===== src/rtl/cmpt_pkg.sv =====
package cmpt_pkg;

    parameter int CNT_W   = 64;
    parameter int DELTA_W = 32;

    typedef enum logic [1:0] {
        SEL_LIMIT = 2'd0,
        SEL_DELTA = 2'd1,
        SEL_CTRL  = 2'd2,
        SEL_NONE  = 2'd3
    } view_e;

    // bit 0 run, bit 1 mask, bit 2 fired
    typedef struct packed {
        logic fired;
        logic mask;
        logic run;
    } ctrl_t;

    localparam int CTRL_W = $bits(ctrl_t);

    function automatic logic reached(input logic [CNT_W-1:0] count,
                                     input logic [CNT_W-1:0] limit);
        return count >= limit;
    endfunction

endpackage


===== src/rtl/cmpt_limit.sv =====
module cmpt_limit
    import cmpt_pkg::*;
#(
    parameter int W  = CNT_W,
    parameter int DW = DELTA_W
) (
    input  logic         clk,
    input  logic         rst,
    input  logic         wr,
    input  view_e        sel,
    input  logic [W-1:0] wdata,
    input  logic [W-1:0] count,
    output logic         load,
    output logic [W-1:0] limit_next,
    output logic [W-1:0] limit_q
);
    localparam int EXT_W = W - DW;

    logic [W-1:0] delta_ext;
    logic [W-1:0] load_val;

    always_comb begin
        delta_ext  = {{EXT_W{wdata[DW-1]}}, wdata[DW-1:0]};
        load       = wr && (sel == SEL_LIMIT || sel == SEL_DELTA);
        load_val   = (sel == SEL_DELTA) ? count + delta_ext : wdata;
        limit_next = load ? load_val : limit_q;
    end

    always_ff @(posedge clk) begin
        if (rst)       limit_q <= '0;
        else if (load) limit_q <= load_val;
    end

    assert_limit_hold_R5: assert property (@(posedge clk) disable iff (rst)
        !load |=> $stable(limit_q));

endmodule


===== src/rtl/cmpt_state.sv =====
module cmpt_state
    import cmpt_pkg::*;
#(
    parameter int W = CNT_W
) (
    input  logic         clk,
    input  logic         rst,
    input  logic         ctl_wr,
    input  logic [1:0]   ctl_bits,
    input  logic         load,
    input  logic [W-1:0] limit_next,
    input  logic [W-1:0] count,
    output ctrl_t        ctrl_q,
    output logic         irq
);
    ctrl_t ctrl_d;
    logic  hit;

    always_comb begin
        hit    = reached(count, limit_next);
        ctrl_d = ctrl_q;
        if (ctl_wr) begin
            ctrl_d.run  = ctl_bits[0];
            ctrl_d.mask = ctl_bits[1];
        end
        // a new limit re-evaluates from scratch; otherwise the flag is sticky
        ctrl_d.fired = hit | (ctrl_q.fired & ~load);
    end

    always_ff @(posedge clk) begin
        if (rst) begin
            ctrl_q <= '0;
            irq    <= 1'b0;
        end else begin
            ctrl_q <= ctrl_d;
            irq    <= ctrl_d.fired & ctrl_d.run & ~ctrl_d.mask;
        end
    end

    assert_fired_sticky_R3: assert property (@(posedge clk) disable iff (rst)
        ctrl_q.fired && !load |=> ctrl_q.fired);

    assert_irq_gated_R4: assert property (@(posedge clk) disable iff (rst)
        irq |-> (ctrl_q.run && !ctrl_q.mask && ctrl_q.fired));

    assert_reeval_clear_R5: assert property (@(posedge clk) disable iff (rst)
        load && (count < limit_next) |=> !ctrl_q.fired);

    assert_reach_sets_R2: assert property (@(posedge clk) disable iff (rst)
        !load && reached(count, limit_next) |=> ctrl_q.fired);

endmodule


===== src/rtl/cmpt_readout.sv =====
module cmpt_readout
    import cmpt_pkg::*;
#(
    parameter int W  = CNT_W,
    parameter int DW = DELTA_W
) (
    input  view_e        sel,
    input  logic [W-1:0] limit_q,
    input  logic [W-1:0] count,
    input  ctrl_t        ctrl_q,
    output logic [W-1:0] rdata
);
    logic [W-1:0] remain;

    always_comb begin
        remain = limit_q - count;
        unique case (sel)
            SEL_LIMIT: rdata = limit_q;
            SEL_DELTA: rdata = {{(W-DW){1'b0}}, remain[DW-1:0]};
            SEL_CTRL:  rdata = {{(W-CTRL_W){1'b0}}, ctrl_q};
            default:   rdata = '0;
        endcase
    end

endmodule


===== src/rtl/cmp_timer_core.sv =====
module cmp_timer_core
    import cmpt_pkg::*;
(
    input  logic             clk,
    input  logic             rst,
    input  logic [CNT_W-1:0] sys_count,
    input  logic [1:0]       reg_sel,
    input  logic             reg_wr,
    input  logic [CNT_W-1:0] reg_wdata,
    output logic [CNT_W-1:0] reg_rdata,
    output logic             irq
);
    view_e            sel;
    logic             load;
    logic [CNT_W-1:0] limit_next;
    logic [CNT_W-1:0] limit_q;
    ctrl_t            ctrl_q;
    logic             ctl_wr;

    assign sel    = view_e'(reg_sel);
    assign ctl_wr = reg_wr && (sel == SEL_CTRL);

    cmpt_limit #(.W(CNT_W), .DW(DELTA_W)) u_limit (
        .clk        (clk),
        .rst        (rst),
        .wr         (reg_wr),
        .sel        (sel),
        .wdata      (reg_wdata),
        .count      (sys_count),
        .load       (load),
        .limit_next (limit_next),
        .limit_q    (limit_q)
    );

    cmpt_state #(.W(CNT_W)) u_state (
        .clk        (clk),
        .rst        (rst),
        .ctl_wr     (ctl_wr),
        .ctl_bits   (reg_wdata[1:0]),
        .load       (load),
        .limit_next (limit_next),
        .count      (sys_count),
        .ctrl_q     (ctrl_q),
        .irq        (irq)
    );

    cmpt_readout #(.W(CNT_W), .DW(DELTA_W)) u_read (
        .sel     (sel),
        .limit_q (limit_q),
        .count   (sys_count),
        .ctrl_q  (ctrl_q),
        .rdata   (reg_rdata)
    );

    assert_none_write_R9: assert property (@(posedge clk) disable iff (rst)
        reg_wr && sel == SEL_NONE |=> $stable(limit_q) && $stable(ctrl_q.run) && $stable(ctrl_q.mask));

endmodule


===== config.mk =====
export PLATFORM = sky130hd
export DESIGN_NAME = cmp_timer_core
export DESIGN_NICKNAME = d
export VERILOG_FILES = /design/src/rtl/cmpt_pkg.sv /design/src/rtl/cmpt_limit.sv /design/src/rtl/cmpt_state.sv /design/src/rtl/cmpt_readout.sv /design/src/rtl/cmp_timer_core.sv
export SDC_FILE = /design/constraint.sdc
export NUM_CORES = 1
export LEC_CHECK = 0
export BUFFER_PORTS_ARGS = -buffer_cell sky130_fd_sc_hd__buf_4
export CAP_MARGIN = 20
export CORE_ASPECT_RATIO = 1.1
export CORE_MARGIN = 8
export CORE_UTILIZATION = 53
export DETAILED_ROUTE_END_ITERATION = 7
export HOLD_SLACK_MARGIN = 0.08
export PLACE_DENSITY = 0.83
export SLEW_MARGIN = 10
export SYNTH_ARGS = -nofsm -noshare
export SYNTH_HDL_FRONTEND = slang
export SYNTH_HIERARCHICAL = 1
export SYNTH_SLANG_ARGS = --single-unit
export TNS_END_PERCENT = 50

===== constraint.sdc =====
create_clock -name clk -period 5.18 [get_ports clk]
set_input_delay 1.554 -clock clk [delete_from_list [all_inputs] [get_ports clk]]
set_output_delay 1.554 -clock clk [all_outputs]
set_load 0.01 [all_outputs]

==> impl_summary.md, run 1 <==
Outcome
The run finished, with violations left. The checks that failed: negative setup slack.

Finish
The count of antenna diodes in the layout is 0. Of the cells placed in the final design, the portion with a size suffix greater than 1 is 0.354. Across the whole layout, storage elements account for approximately 0.0014 mm2. The final net count is 2480. For this run, the share of the core covered by cells in the final layout is 0.813. The multi-input combinational cells in the finished layout cover a total of 0.00975 mm2.

The filler cells instantiated in the layout total 1441. From synthesis to final layout, the design area changed by 51.0%.

Logic synthesis
The number of distinct library cell variants in the gate-level netlist after synthesis is around 90. The multiplexer share of the synthesized area is 0.0469. The compound-gate portion of the synthesized area is 0.300.

By area, the combinational part of the netlist is dominated by compound AO/OA/AOI/OAI gates. The adder-cell area share of the yosys netlist is 0.177. Dividing the synthesized area by the synthesized cell count gives 7.10 um2. The synthesized design contains 0 enable-type register cells. The library cell with the largest summed area after synthesis is sky130_fd_sc_hd__ha_1. Yosys printed 6 warnings.

The most used flip-flop cell after synthesis is sky130_fd_sc_hd__dfxtp_1. The instance count of the mapped netlist is roughly 1600. The net count after synthesis is between 1500 and 2000. Of the total synthesized cell area, the portion taken by XOR and XNOR cells is 0.0559. By area the synthesized netlist is led by sky130_fd_sc_hd__ha_1, sky130_fd_sc_hd__dfxtp_1, sky130_fd_sc_hd__a21oi_1. sky130_fd_sc_hd__a21oi_1 is the most common cell in the netlist. Of all flip-flops after synthesis, the portion carrying an async set or reset was 0.

The share of synthesized cell area in and, or, nand and nor gates is 0.229. The number of flip-flops and latches in the synthesized netlist is ~70. The cell area after synthesis is approximately 0.011 mm2. For this run, the register share of the synthesized area comes to 0.119. In the synthesized netlist, the cells that appear most often are sky130_fd_sc_hd__a21oi_1, sky130_fd_sc_hd__ha_1, sky130_fd_sc_hd__nand2_1.

Of the post-synthesis cell area, the dominant cell type holds 0.174.

CTS
The root buffer cell chosen for the clock tree is sky130_fd_sc_hd__clkbuf_16. The H-tree was split into 3 levels. The later pin in the worst-skew pair is clocked with a latency of 0.35 ns. CTS saw 68 sinks.

TritonCTS created 9 clock buffers. Buffers inserted to repair hold after CTS numbered 0. The clock passes through at most 2 buffers.

The CTS clock-pin slew for the worst setup and hold paths is ~0.06 ns. TritonCTS built the clock tree.

Global route
The initial antenna violation count is 0. The first-pass GRT wire length is approximately 77 mm. After global routing the overflow that remains totals 0. The number of global-route vias before repair is approximately 15000. The total routing usage reported by global routing is 0.361. Entering global routing, the biggest net connects between 80 and 90 pins.

Critical path
The worst register-to-register path has a setup slack of roughly 2.5 ns. The timing startpoint of the critical path is sys_count[0]. STA classifies the critical path startpoint as a primary input. The worst reg2reg path startpoint is u_limit/limit_q[1].

The kind of end point of the critical path is a primary output. In this run the worst path has a maximum fanout of 3. The type of the worst setup path is primary input to primary output. In this run the critical register-to-register path is captured at u_state/ctrl_q[2]. The worst path required time is approximately 3.6 ns. The arrival time of the worst setup path is between 4 and 5 ns. The worst reg2reg path depth is 10. The end of the critical path is reg_rdata[26].

STA
The number of hold violations in the final report was 0. Adding up every negative setup slack in the final design gives -4.66 ns. Setup violations remaining at the end of the flow were counted as 23. For the pin with the worst max-slew slack, the measured transition is 0.642 ns. Counting I/O delays and the setup requirement, the final critical path takes roughly 5.6 ns. Static timing analysis puts the maximum clock frequency at 178 MHz. The final clock period utilization by the worst path is 1.08. The headroom to the max-slew limit is 0.571.

The total count of max-transition violations in the final report is 0. Setup repair after global routing could not meet its margin everywhere. In the post-route analysis, the smallest setup slack over all paths is -0.434 ns.

The final setup skew is around 0.0091 ns.

Floorplan
The initial standard-cell utilization of the core is 0.539. In this run the horizontal extent of the chip is 156 um. Pin placement for this block handled about 200 I/O pins. The floorplan step defined a core boundary enclosing 0.0212 mm2. In this run the vertical extent of the chip is around 170 um.

The area of the die is 0.0265 mm2. The row count is between 50 and 60.

Drt
Dividing the detail-routed via count by the number of cells gives slightly above 6. The mean routed wirelength per cell is between 20 and 25 um. The first-iteration detailed-routing DRC count is 1385.

The total via count in the routed design is around 15000. For this run, design rule violations remaining after detail routing come to 0. The number of nets with antenna violations after detailed routing is 0. The iteration count of the initial detailed-routing pass is 8. Summed over all layers, the routed wires come to 51.5 mm.

Placement
The wire-length estimate of the detail-placed layout is roughly 38 mm. The number of buffer cells added on primary ports is between 150 and 200. The routability congestion estimate from global placement is ~1.

Power
The leakage power figure is 8.33 nW. The power per cell area is around 190 mW/mm2. The largest voltage drop on the vdd net is approximately 160 uV.

Flow run
The tool flagged a number of max-cap violations equal to 0.

Worst hold path
The kind of path behind the tightest hold check is flip-flop to flip-flop.
cell families (layout without fill, tap and decap cells):
| group | after synthesis | in the layout |
|---|---|---|
| mux | 53 | 53 |
| buf+inv | 209 | 790 |
| compound gates | 523 | 523 |
| fa+ha+maj | 161 | 161 |
| xor+xnor | 73 | 73 |
| simple gates | 523 | 523 |
| flops | 68 | 68 |
power by group:
| group | internal [mW] | switching, mW | leakage, nW |
|---|---|---|---|
| logic | 0.922 | 1.01 | 7.61 |
| registers | 0.560 | 0.0327 | 0.558 |
| clock network | 0.435 | 0.267 | 0.162 |
| total | 1.92 | 1.31 | 8.33 |
how the worst min path moves through the flow:
stage / depth (start not counted) / slack [ns] / start / endpoint
floorplan: 2 / 0.47 / u_limit/limit_q[59] / u_limit/limit_q[59]
global placement: 2 / 0.49 / u_limit/limit_q[59] / u_limit/limit_q[59]
detailed placement: 2 / 0.50 / u_limit/limit_q[59] / u_limit/limit_q[59]
CTS: 2 / 0.51 / u_limit/limit_q[59] / u_limit/limit_q[59]
global route: 2 / 0.54 / u_limit/limit_q[59] / u_limit/limit_q[59]
finish: 2 / 0.51 / u_limit/limit_q[59] / u_limit/limit_q[59]
repair_timing:
item | CTS | global route
setup endpoints to repair | 24 | 25
buffers inserted | 22 | 9
cloned | 0 | 0
pin swaps | 55 | 34
gates resized for setup | 85 | 43
metal layers:
metal	share of wire	GRT usage
met1	0.36	0.391
met2	0.48	0.635
met3	0.079	0.0614
met4	0.075	0.245
met5	0	0
area by class of cell:
class / count / share of cell area
Clock inverter: 6 / 0.00507
Sequential cell: 68 / 0.0788
Timing Repair Buffer: 643 / 0.288
Inverter: 131 / 0.0286
Clock buffer: 10 / 0.0138
Tap cell: 290 / 0.0210
Multi-Input combinational cell: 1333 / 0.565
metrics by stage:
step / instance area (um2) / hold WS [ns] / setup WS (ns) / total power, mW / instances
after floorplan: 11400 / 0.472 / 0.00561 / 1.51 / 1610
after global placement: 16100 / 0.485 / -0.564 / 2.29 / 2435
after detailed placement: 16100 / 0.498 / -0.643 / 2.33 / 2435
after CTS: 17000 / 0.507 / -0.358 / 3.11 / 2472
after global routing: 17300 / 0.538 / -0.543 / 3.39 / 2481
final: 17300 / 0.509 / -0.434 / 3.23 / 2481
flip-flops by register name (all words and copies together) (netlist names):
| register | cells |
|---|---|
| u_state/irq | 1 |
| u_limit/limit_q | 64 |
| u_state/ctrl_q | 3 |
layout by cell type (no fill, tap or decap), drive strengths merged, types with 7 or more instances in the layout:
master / count
dfxtp: 68
a21o: 31
nor3: 33
nand2b: 14
o21a: 16
and3: 14
a21boi: 8
nand2: 146
or2: 9
nor2: 116
o21ai: 126
or3: 13
nand3: 27
a31oi: 11
nor2b: 8
a221oi: 7
inv: 131
and2: 68
a211oi: 38
mux2i: 51
nor3b: 11
xnor2: 39
o211ai: 12
xor2: 34
buf: 643
clkbuf: 10
ha: 159
a21oi: 178
o21bai: 23
nand4: 42
worst max-delay path, cell delays in order:
cell and delay [ns]:
sky130_fd_sc_hd__buf_6 0.10, sky130_fd_sc_hd__buf_6 0.11, sky130_fd_sc_hd__ha_4 0.15, sky130_fd_sc_hd__fa_2 0.37, sky130_fd_sc_hd__nor2b_4 0.15, sky130_fd_sc_hd__o31a_1 0.22, sky130_fd_sc_hd__o41ai_4 0.09, sky130_fd_sc_hd__a21oi_2 0.26
sky130_fd_sc_hd__o2111a_2 0.30, sky130_fd_sc_hd__o21ai_4 0.08, sky130_fd_sc_hd__or4_1 0.45, sky130_fd_sc_hd__nand3_2 0.11, sky130_fd_sc_hd__buf_6 0.10
Note: power is estimated with default switching activity, not from simulation.
==> inputs of run 2 (changes only) <==
--- a/config.mk
+++ b/config.mk
@@ -8,11 +8,12 @@
 export BUFFER_PORTS_ARGS = -buffer_cell sky130_fd_sc_hd__buf_4
 export CAP_MARGIN = 20
 export CORE_ASPECT_RATIO = 1.1
-export CORE_MARGIN = 8
+export CORE_MARGIN = 2
 export CORE_UTILIZATION = 53
 export DETAILED_ROUTE_END_ITERATION = 7
 export HOLD_SLACK_MARGIN = 0.08
 export PLACE_DENSITY = 0.83
+export SKIP_LAST_GASP = 1
 export SLEW_MARGIN = 10
 export SYNTH_ARGS = -nofsm -noshare
 export SYNTH_HDL_FRONTEND = slang
==> run 2 against run 1 <==
Compared with the run above:
- largest power group unchanged
- critical path depth stayed put
- global-route usage increased by 5.5 points
- sequential cell count did not move
- combinational power is essentially flat
- total power grew 1.5%
- core utilization down 1.1 points
- clock power rose by 10%
- the run still ends with negative setup slack left
- clock skew rose by 0.0044 ns
- worst setup slack got worse by 0.0034 ns
- design area shrank 1.3%
- first-iteration DRC count is 1.9% lower
==> impl_summary.md, run 2 (same netlist as run 1, synthesis figures left out) <==
STA
The post-route minimum period is 5.62 ns (+0.00336 ns). The peak clock frequency supported by timing came to 178 MHz (about the same). The headroom to the max-slew limit is 0.492 (-0.0797). The measured slew at the worst slew-check pin is 0.758 ns (+0.117 ns). The minimum setup slack in the final design is -0.438 ns (-0.00336 ns).

The total count of max-transition violations in the final report was 0 (unchanged). Setup repair after global routing could not meet its margin everywhere. The final clock period utilization by the worst path is 1.08 (about the same).

The total setup violations reported at the end of the flow was 20 (-13%). The final-layout setup total negative slack is -3.31 ns (+1.35 ns). The number of hold violations in the final report is 0 (unchanged). The final setup skew is 0.0135 ns (+0.00441 ns).

Floorplan
The row count is 56 (unchanged). The placeable core region is 0.0212 mm2 (unchanged). The overall die width is 144 um (-7.7%). The vertical extent of the die was 158 um (-7.1%). The I/O pin count is 198 (unchanged). The initial standard-cell utilization of the core is 0.539 (unchanged). The area of the die came to 0.0228 mm2 (-14%).

Drt
The met3 wire length is 3.94 mm (-3.3%). The number of nets with antenna violations after detailed routing came to 0 (unchanged). The total via count in the routed design is 15300 (-0.39%). The first-iteration detailed-routing DRC count is 1358 (-1.9%).

The iteration count of the initial detailed-routing pass is 6 (-2). The top metal layer carrying routed signals is met5. The sum of met2 wire segment lengths after detailed routing is 24.4 mm (-1.7%). The total length of routed wires is 50.9 mm (-1.1%). The number of remaining DRC errors is 0 (unchanged). The mean routed wirelength per cell is 20.8 um (+0.18%). The met1 layer wirelength in the final routing was 18.2 mm (-2.7%). The via density per instance is 6.23 (+0.88%).

Finish
The register containing the most flip-flops in the final layout is u_limit/limit_q. The number of flip-flops in the largest register is 64 (unchanged). The fraction of layout instances using a drive strength above 1 is 0.346 (-0.00818). Relative to the synthesized area, the layout overhead comes to 48.9%. The leading cell type in the layout, fill and taps excluded is sky130_fd_sc_hd__buf_4. Leaving out fill and tap cells, the most frequent cells in the layout are sky130_fd_sc_hd__buf_4, sky130_fd_sc_hd__a21oi_1, sky130_fd_sc_hd__nand2_1. The post-layout instance area is 0.0170 mm2 (-1.3%). The final net count is 2448 (-1.3%). The largest registers in the layout are u_limit/limit_q x64, u_state/ctrl_q x3, u_state/irq x1.

CTS
CTS placed an instance of sky130_fd_sc_hd__clkbuf_16 at the clock tree root. The number of buffers created by CTS is 9 (unchanged). The number of buffers inserted by hold repair at cts came to 0 (unchanged). The number of levels in the clock H-tree is 3 (unchanged).

The TritonCTS clock tree is yes. The count of clock tree sinks came to 68 (unchanged). The maximum number of buffers from clock root to sink is 2 (unchanged). The source-to-sink clock delay at the later pin of the worst-skew pair came to 0.38 ns (+0.03 ns). The CTS clock-pin slew for the worst setup and hold paths was 0.06 ns (about the same).

Critical path
The worst reg-to-reg setup slack was 2.48 ns (-0.02 ns). The worst reg2reg path depth is 10 (unchanged). The arrival time of the worst setup path is 4.06 ns (about the same). The worst register-to-register path ends at u_state/ctrl_q[2]. The startpoint kind of the worst setup timing path is a primary input.

The critical path is of the primary input to primary output type. The worst setup path is captured at a primary output. The worst path required time is 3.63 ns (about the same). The maximum fanout count along the critical path is 3 (unchanged). The worst reg2reg path startpoint is u_limit/limit_q[1].

Global route
The total overflow reported by the global router is 0 (unchanged). The total routing usage reported by global routing is 0.416 (+0.0554). The number of global-route vias before repair was 14700 (-3.7%). The first-pass GRT wire length is 73.9 mm (-4.0%). The maximum number of pins on one net before global-route repair came to 73 (-11%). The initial antenna violation count is 3 (+3).

Placement
The cell area reported after detailed placement came to 0.0160 mm2 (-0.81%). The routability congestion estimate from global placement is 1.06 (+4.9%). The number of buffer cells added on primary ports is 197 (unchanged).

The total half-perimeter wirelength after legalization and detailed placement came to 38.1 mm (+0.59%).

Power
The power per cell area is 192 mW/mm2 (+2.8%). The largest voltage drop on the vdd net was 178 uV (+11%). The leakage power figure came to 8.15 nW (-2.2%).

Outcome
The run finished, with violations left. The checks that failed: negative setup slack.

Worst hold path
The path with the worst hold slack has its endpoint at u_limit/limit_q[59]. The cell count of the worst hold path is 2 (unchanged). The start point of the worst min-delay path is u_limit/limit_q[59]. The kind of path behind the tightest hold check is flip-flop to flip-flop.

Flow run
The number of violations of the max-capacitance limit is 0 (unchanged).
run 2: cell count changes in the layout (fill, tap and decap cells not counted), moves of 3 or more:
cell,delta
sky130_fd_sc_hd__a211oi_1,+5
sky130_fd_sc_hd__a211oi_2,-5
sky130_fd_sc_hd__inv_1,-3
sky130_fd_sc_hd__ha_4,+6
sky130_fd_sc_hd__buf_6,-9
sky130_fd_sc_hd__o21ai_0,+4
sky130_fd_sc_hd__o21ai_1,-3
sky130_fd_sc_hd__ha_1,-7
sky130_fd_sc_hd__buf_4,-26
run 2: timing repair:
item | 4_1_cts | 5_1_grt
gates resized for setup | 62 | 56
setup endpoints to repair | 21 | 24
buffers inserted | 10 | 8
gates cloned | 0 | 0
pin swaps | 41 | 43
run 2: worst max path at each step:
stage | from | to | slack (ns) | cells past startpoint
after detailed placement | reg_wdata[0] | u_state/ctrl_q[2] | -0.66 | 20
final | sys_count[0] | reg_rdata[26] | -0.44 | 13
after global placement | reg_wdata[31] | u_state/ctrl_q[2] | -0.71 | 20
after CTS | sys_count[0] | reg_rdata[26] | -0.30 | 13
after global routing | sys_count[0] | reg_rdata[26] | -0.44 | 13
after floorplan | reg_wdata[0] | u_state/ctrl_q[2] | 0.006 | 18
run 2: stage by stage:
stage | utilization | power [mW] | setup WS, ns | cells | hold WS [ns]
floorplan | - | 1.51 | 0.00561 | 1610 | 0.472
global placement | 0.753 | 2.28 | -0.710 | 2416 | 0.490
detailed placement | 0.753 | 2.32 | -0.656 | 2416 | 0.498
CTS | 0.786 | 3.14 | -0.301 | 2441 | 0.512
global route | 0.803 | 3.42 | -0.444 | 2450 | 0.549
finish | 0.803 | 3.27 | -0.438 | 2450 | 0.509
run 2: report_power, final:
part | switching [mW] | leakage (nW) | internal [mW]
combinational | 1.00 | 7.42 | 0.904
clock | 0.291 | 0.169 | 0.484
sequential | 0.0326 | 0.558 | 0.560
total | 1.32 | 8.15 | 1.95
run 2: area by class of cell:
class,count,area (um2)
antenna,1,2.50
clock buffer,10,239
clock inverter,6,111
fill,1454,4190
inverter,131,497
multi-input combinational,1333,9740
sequential,68,1360
tap,290,363
timing repair buffer,611,4720
run 2: metal layers:
metal	vias up	global-route usage
met5	-	0
met4	2	0.319
met3	298	0.0596
met2	968	0.737
met1	7062	0.445
li1	6935	-
run 2: critical path, stage by stage:
cell and delay (ns):
sky130_fd_sc_hd__buf_6 0.10, sky130_fd_sc_hd__buf_6 0.11, sky130_fd_sc_hd__ha_4 0.15, sky130_fd_sc_hd__fa_2 0.37, sky130_fd_sc_hd__nor2b_4 0.15, sky130_fd_sc_hd__o31a_1 0.24, sky130_fd_sc_hd__o41ai_4 0.10, sky130_fd_sc_hd__a21oi_2 0.28
sky130_fd_sc_hd__o2111a_1 0.29, sky130_fd_sc_hd__o21ai_2 0.09, sky130_fd_sc_hd__or4_1 0.43, sky130_fd_sc_hd__nand3_2 0.10, sky130_fd_sc_hd__buf_6 0.10
==> inputs of run 3 (changes only) <==
--- a/config.mk
+++ b/config.mk
@@ -9,10 +9,11 @@
 export CAP_MARGIN = 20
 export CORE_ASPECT_RATIO = 1.1
 export CORE_MARGIN = 2
-export CORE_UTILIZATION = 53
+export CORE_UTILIZATION = 54
+export CTS_BUF_LIST = sky130_fd_sc_hd__clkbuf_2 sky130_fd_sc_hd__clkbuf_4 sky130_fd_sc_hd__clkbuf_8
 export DETAILED_ROUTE_END_ITERATION = 7
 export HOLD_SLACK_MARGIN = 0.08
-export PLACE_DENSITY = 0.83
+export PLACE_DENSITY = 0.84
 export SKIP_LAST_GASP = 1
 export SLEW_MARGIN = 10
 export SYNTH_ARGS = -nofsm -noshare
==> run 3 against run 2 <==
Compared with the run above:
- the run still ends with negative setup slack left
- clock skew decreased by 0.0050 ns
- clock power shrank 28%
- routed wire length rose by 1.3%
- combinational power is 2% higher
- largest power group unchanged
- highest routed layer is now met4
==> impl_summary.md, run 3 (same netlist as run 1, synthesis figures left out) <==
Outcome
The flow ran to the end, but the final reports show violations. The checks that failed: negative setup slack.

Critical path
The kind of end point of the critical path is a primary output. The kind of cell with the highest combined delay along the critical path is compound AO/OA/AOI/OAI gates. The worst path required time is 3.63 ns (about the same). The type of the worst setup path is primary input to primary output.

In this run the critical register-to-register path is captured at u_state/ctrl_q[2]. The worst reg-to-reg setup slack is 2.40 ns (-0.08 ns). The arrival time of the worst setup path is 4.15 ns (+0.09 ns). The maximum fanout count along the critical path is 4 (+1). The largest stage delay on the critical path is 0.43 ns (about the same). The slowest stage cell on the critical path is sky130_fd_sc_hd__or4_4.

The critical path goes through buf_6 -> buf_6 -> ha_4 -> fa_2 -> nor2b_4 -> o31a_1 -> o41ai_4 -> a21oi_2 -> o2111a_2 -> o21ai_4 -> or4_4 -> nand3_2 -> buf_6. The count of buffer and inverter cells on the critical path was 3 (unchanged). STA classifies the critical path startpoint as a primary input. The startpoint identified for the worst register-to-register timing path is u_limit/limit_q[1]. The most used cell along the critical path is sky130_fd_sc_hd__buf_6. The worst reg2reg path depth is 10 (unchanged).

Worst hold path
The worst hold path begins at u_limit/limit_q[36]. The cell count of the worst hold path is 1 (-1). For hold timing, the worst endpoint is u_limit/limit_q[36]. The kind of path behind the tightest hold check is flip-flop to flip-flop.

STA
The final setup skew was 0.00849 ns (-0.00503 ns). Setup repair after global routing could not meet its margin everywhere. The total setup violations reported at the end of the flow was 26 (+30%). The total count of max-transition violations in the final report was 0 (unchanged). The post-route minimum period is 5.71 ns (+0.0886 ns).

The final clock period utilization by the worst path is 1.10 (+0.0171). The number of hold violations in the final report is 0 (unchanged). The headroom to the max-slew limit is 0.500 (+0.00837).

The minimum setup slack in the final design is -0.526 ns (-0.0886 ns). The measured slew at the worst slew-check pin is 0.749 ns (-0.00880 ns). The peak clock frequency supported by timing is 175 MHz (-1.6%).

CTS
The CTS clock-pin slew for the worst setup and hold paths is 0.10 ns (+0.04 ns). The count of clock tree sinks is 68 (unchanged). The number of levels in the clock H-tree is 3 (unchanged).

The maximum number of buffers from clock root to sink came to 2 (unchanged). The number of buffers created by CTS is 9 (unchanged). The root buffer cell chosen for the clock tree is sky130_fd_sc_hd__clkbuf_8. TritonCTS built the clock tree. The source-to-sink clock delay at the later pin of the worst-skew pair was 0.39 ns (about the same). The number of buffers inserted by hold repair at cts is 0 (unchanged).

Global route
The total overflow reported by the global router came to 0 (unchanged). The total routing usage reported by global routing is 0.437 (+0.0206). The first-pass GRT wire length is 77.4 mm (+4.8%). The initial antenna violation count came to 0 (-3).

The number of global-route vias before repair came to 15400 (+4.6%). The maximum number of pins on one net before global-route repair is 47 (-36%).

Drt
The via density per instance was 6.17 (-0.95%). The total via count in the routed design was 15400 (+0.79%). The number of remaining DRC errors is 0 (unchanged). The iteration count of the initial detailed-routing pass is 6 (unchanged). The mean routed wirelength per cell came to 20.7 um (-0.44%). The first-iteration detailed-routing DRC count is 1549 (+14%). The number of nets with antenna violations after detailed routing is 0 (unchanged). The total length of routed wires is 51.6 mm (+1.3%).

Placement
The cell area reported after detailed placement is 0.0162 mm2 (+1.2%). The routability congestion estimate from global placement was 0.989 (-6.8%). The total half-perimeter wirelength after legalization and detailed placement is 38.4 mm (+0.89%). The number of buffer cells added on primary ports is 197 (unchanged).

Finish
The post-layout instance area is 0.0172 mm2 (+1.1%). The library cell used most frequently in the layout, excluding fill and tap cells, is sky130_fd_sc_hd__buf_4. In the layout the commonest cells are sky130_fd_sc_hd__buf_4, sky130_fd_sc_hd__a21oi_1, sky130_fd_sc_hd__nand2_1, sky130_fd_sc_hd__ha_1, sky130_fd_sc_hd__inv_1.

The final net count is 2497 (+2.0%). The layout-stage area growth over the synthesis result is 50.5%. The fraction of layout instances using a drive strength above 1 is 0.359 (+0.0132). The count of antenna diodes in the layout came to 0 (-1). The number of flip-flops in the largest register was 64 (unchanged). More flip-flops sit in one register than any other, and that register is u_limit/limit_q. The largest registers in the layout are u_limit/limit_q x64, u_state/ctrl_q x3, u_state/irq x1.

Power
The largest voltage drop on the vdd net is 152 uV (-15%). The sequential cell fraction of total power was 0.191 (+0.010). The power per cell area was 180 mW/mm2 (-6.3%).

The net switching share of the total power is 0.430 (+0.0251). The post-layout total power is 3.10 mW (-5.3%). The proportion of power drawn by combinational gates is 0.629 (+0.047). The leakage power figure is 8.31 nW (+2.0%). The fraction of power consumed by the clock network is 0.179 (-0.058). The cell-internal power is 1.77 mW (-9.3%). The switching power summed over all nets is 1.33 mW (+0.52%).

Floorplan
The placeable core region is 0.0207 mm2 (-2.4%). The vertical extent of the die is 157 um (-0.91%). The row count is 55 (-1.8%). The area of the die is 0.0224 mm2 (-1.8%). The I/O pin count is 198 (unchanged). The overall die width was 143 um (-0.90%).

The initial standard-cell utilization of the core is 0.552 (+0.0134).

Flow run
The number of violations of the max-capacitance limit is 0 (unchanged).
==> run 3: repair_timing <==
action                     CTS  global route
pin swaps                   55            23
hold endpoints to repair     0             0
buffers inserted            33             8
setup endpoints to repair   23            27
resized for setup           78            37
==> run 3: per-layer routing <==
metal,track usage,part of all wire,vias up,routed length [um]
met2,0.755,0.47,888,24400
met3,0.0768,0.082,266,4240
met4,0.294,0.070,0,3630
met5,0,0,-,0
met1,0.489,0.37,7209,19300
li1,-,-,7023,-
==> run 3: worst max path at each step <==
stage	from	endpoint	slack, ns	cells after the start
floorplan	reg_wdata[0]	u_state/ctrl_q[2]	0.006	18
global placement	reg_wdata[0]	u_state/ctrl_q[2]	-0.62	23
detailed placement	reg_wdata[0]	u_state/ctrl_q[2]	-0.74	21
CTS	sys_count[0]	reg_rdata[26]	-0.31	13
global route	sys_count[0]	reg_rdata[26]	-0.60	13
finish	sys_count[0]	reg_rdata[26]	-0.53	13
==> run 3: power by group through the flow <==
| stage | clock network, mW | logic, mW | registers, mW |
|---|---|---|---|
| final | 0.556 | 1.95 | 0.593 |
| after global routing | 0.576 | 2.08 | 0.596 |
| after CTS | 0.553 | 1.83 | 0.590 |
| after detailed placement | 0 | 1.74 | 0.600 |
| after global placement | 0 | 1.69 | 0.598 |
| after floorplan | 0 | 0.919 | 0.588 |
==> run 3: layout make-up <==
cell class | count | area, um2
inverter | 131 | 497
tap | 285 | 357
sequential | 68 | 1360
timing repair buffer | 660 | 5050
fill | 1339 | 3490
clock buffer | 9 | 124
multi-input combinational | 1333 | 9730
clock inverter | 7 | 101
==> run 3: through the flow <==
step / hold WS (ns) / std cells / setup slack (ns) / util / setup TNS (ns)
after floorplan: 0.472 / 1610 / 0.00561 / - / 0
after global placement: 0.487 / 2439 / -0.623 / 0.780 / -6.81
after detailed placement: 0.499 / 2440 / -0.743 / 0.781 / -7.77
final: 0.536 / 2493 / -0.526 / 0.831 / -5.62
after global routing: 0.556 / 2493 / -0.601 / 0.831 / -7.56
after CTS: 0.512 / 2486 / -0.312 / 0.821 / -2.58
==> run 3: worst reg2reg max path: cells and delay by family (launching register included) <==
family	cells	cell delay, ns
flip-flops	1	0.46
AO/OA/AOI/OAI	6	1.48
buffers and inverters	2	0.31
AND/OR/NAND/NOR	1	0.09
adder cells (fa/ha/maj)	1	0.32
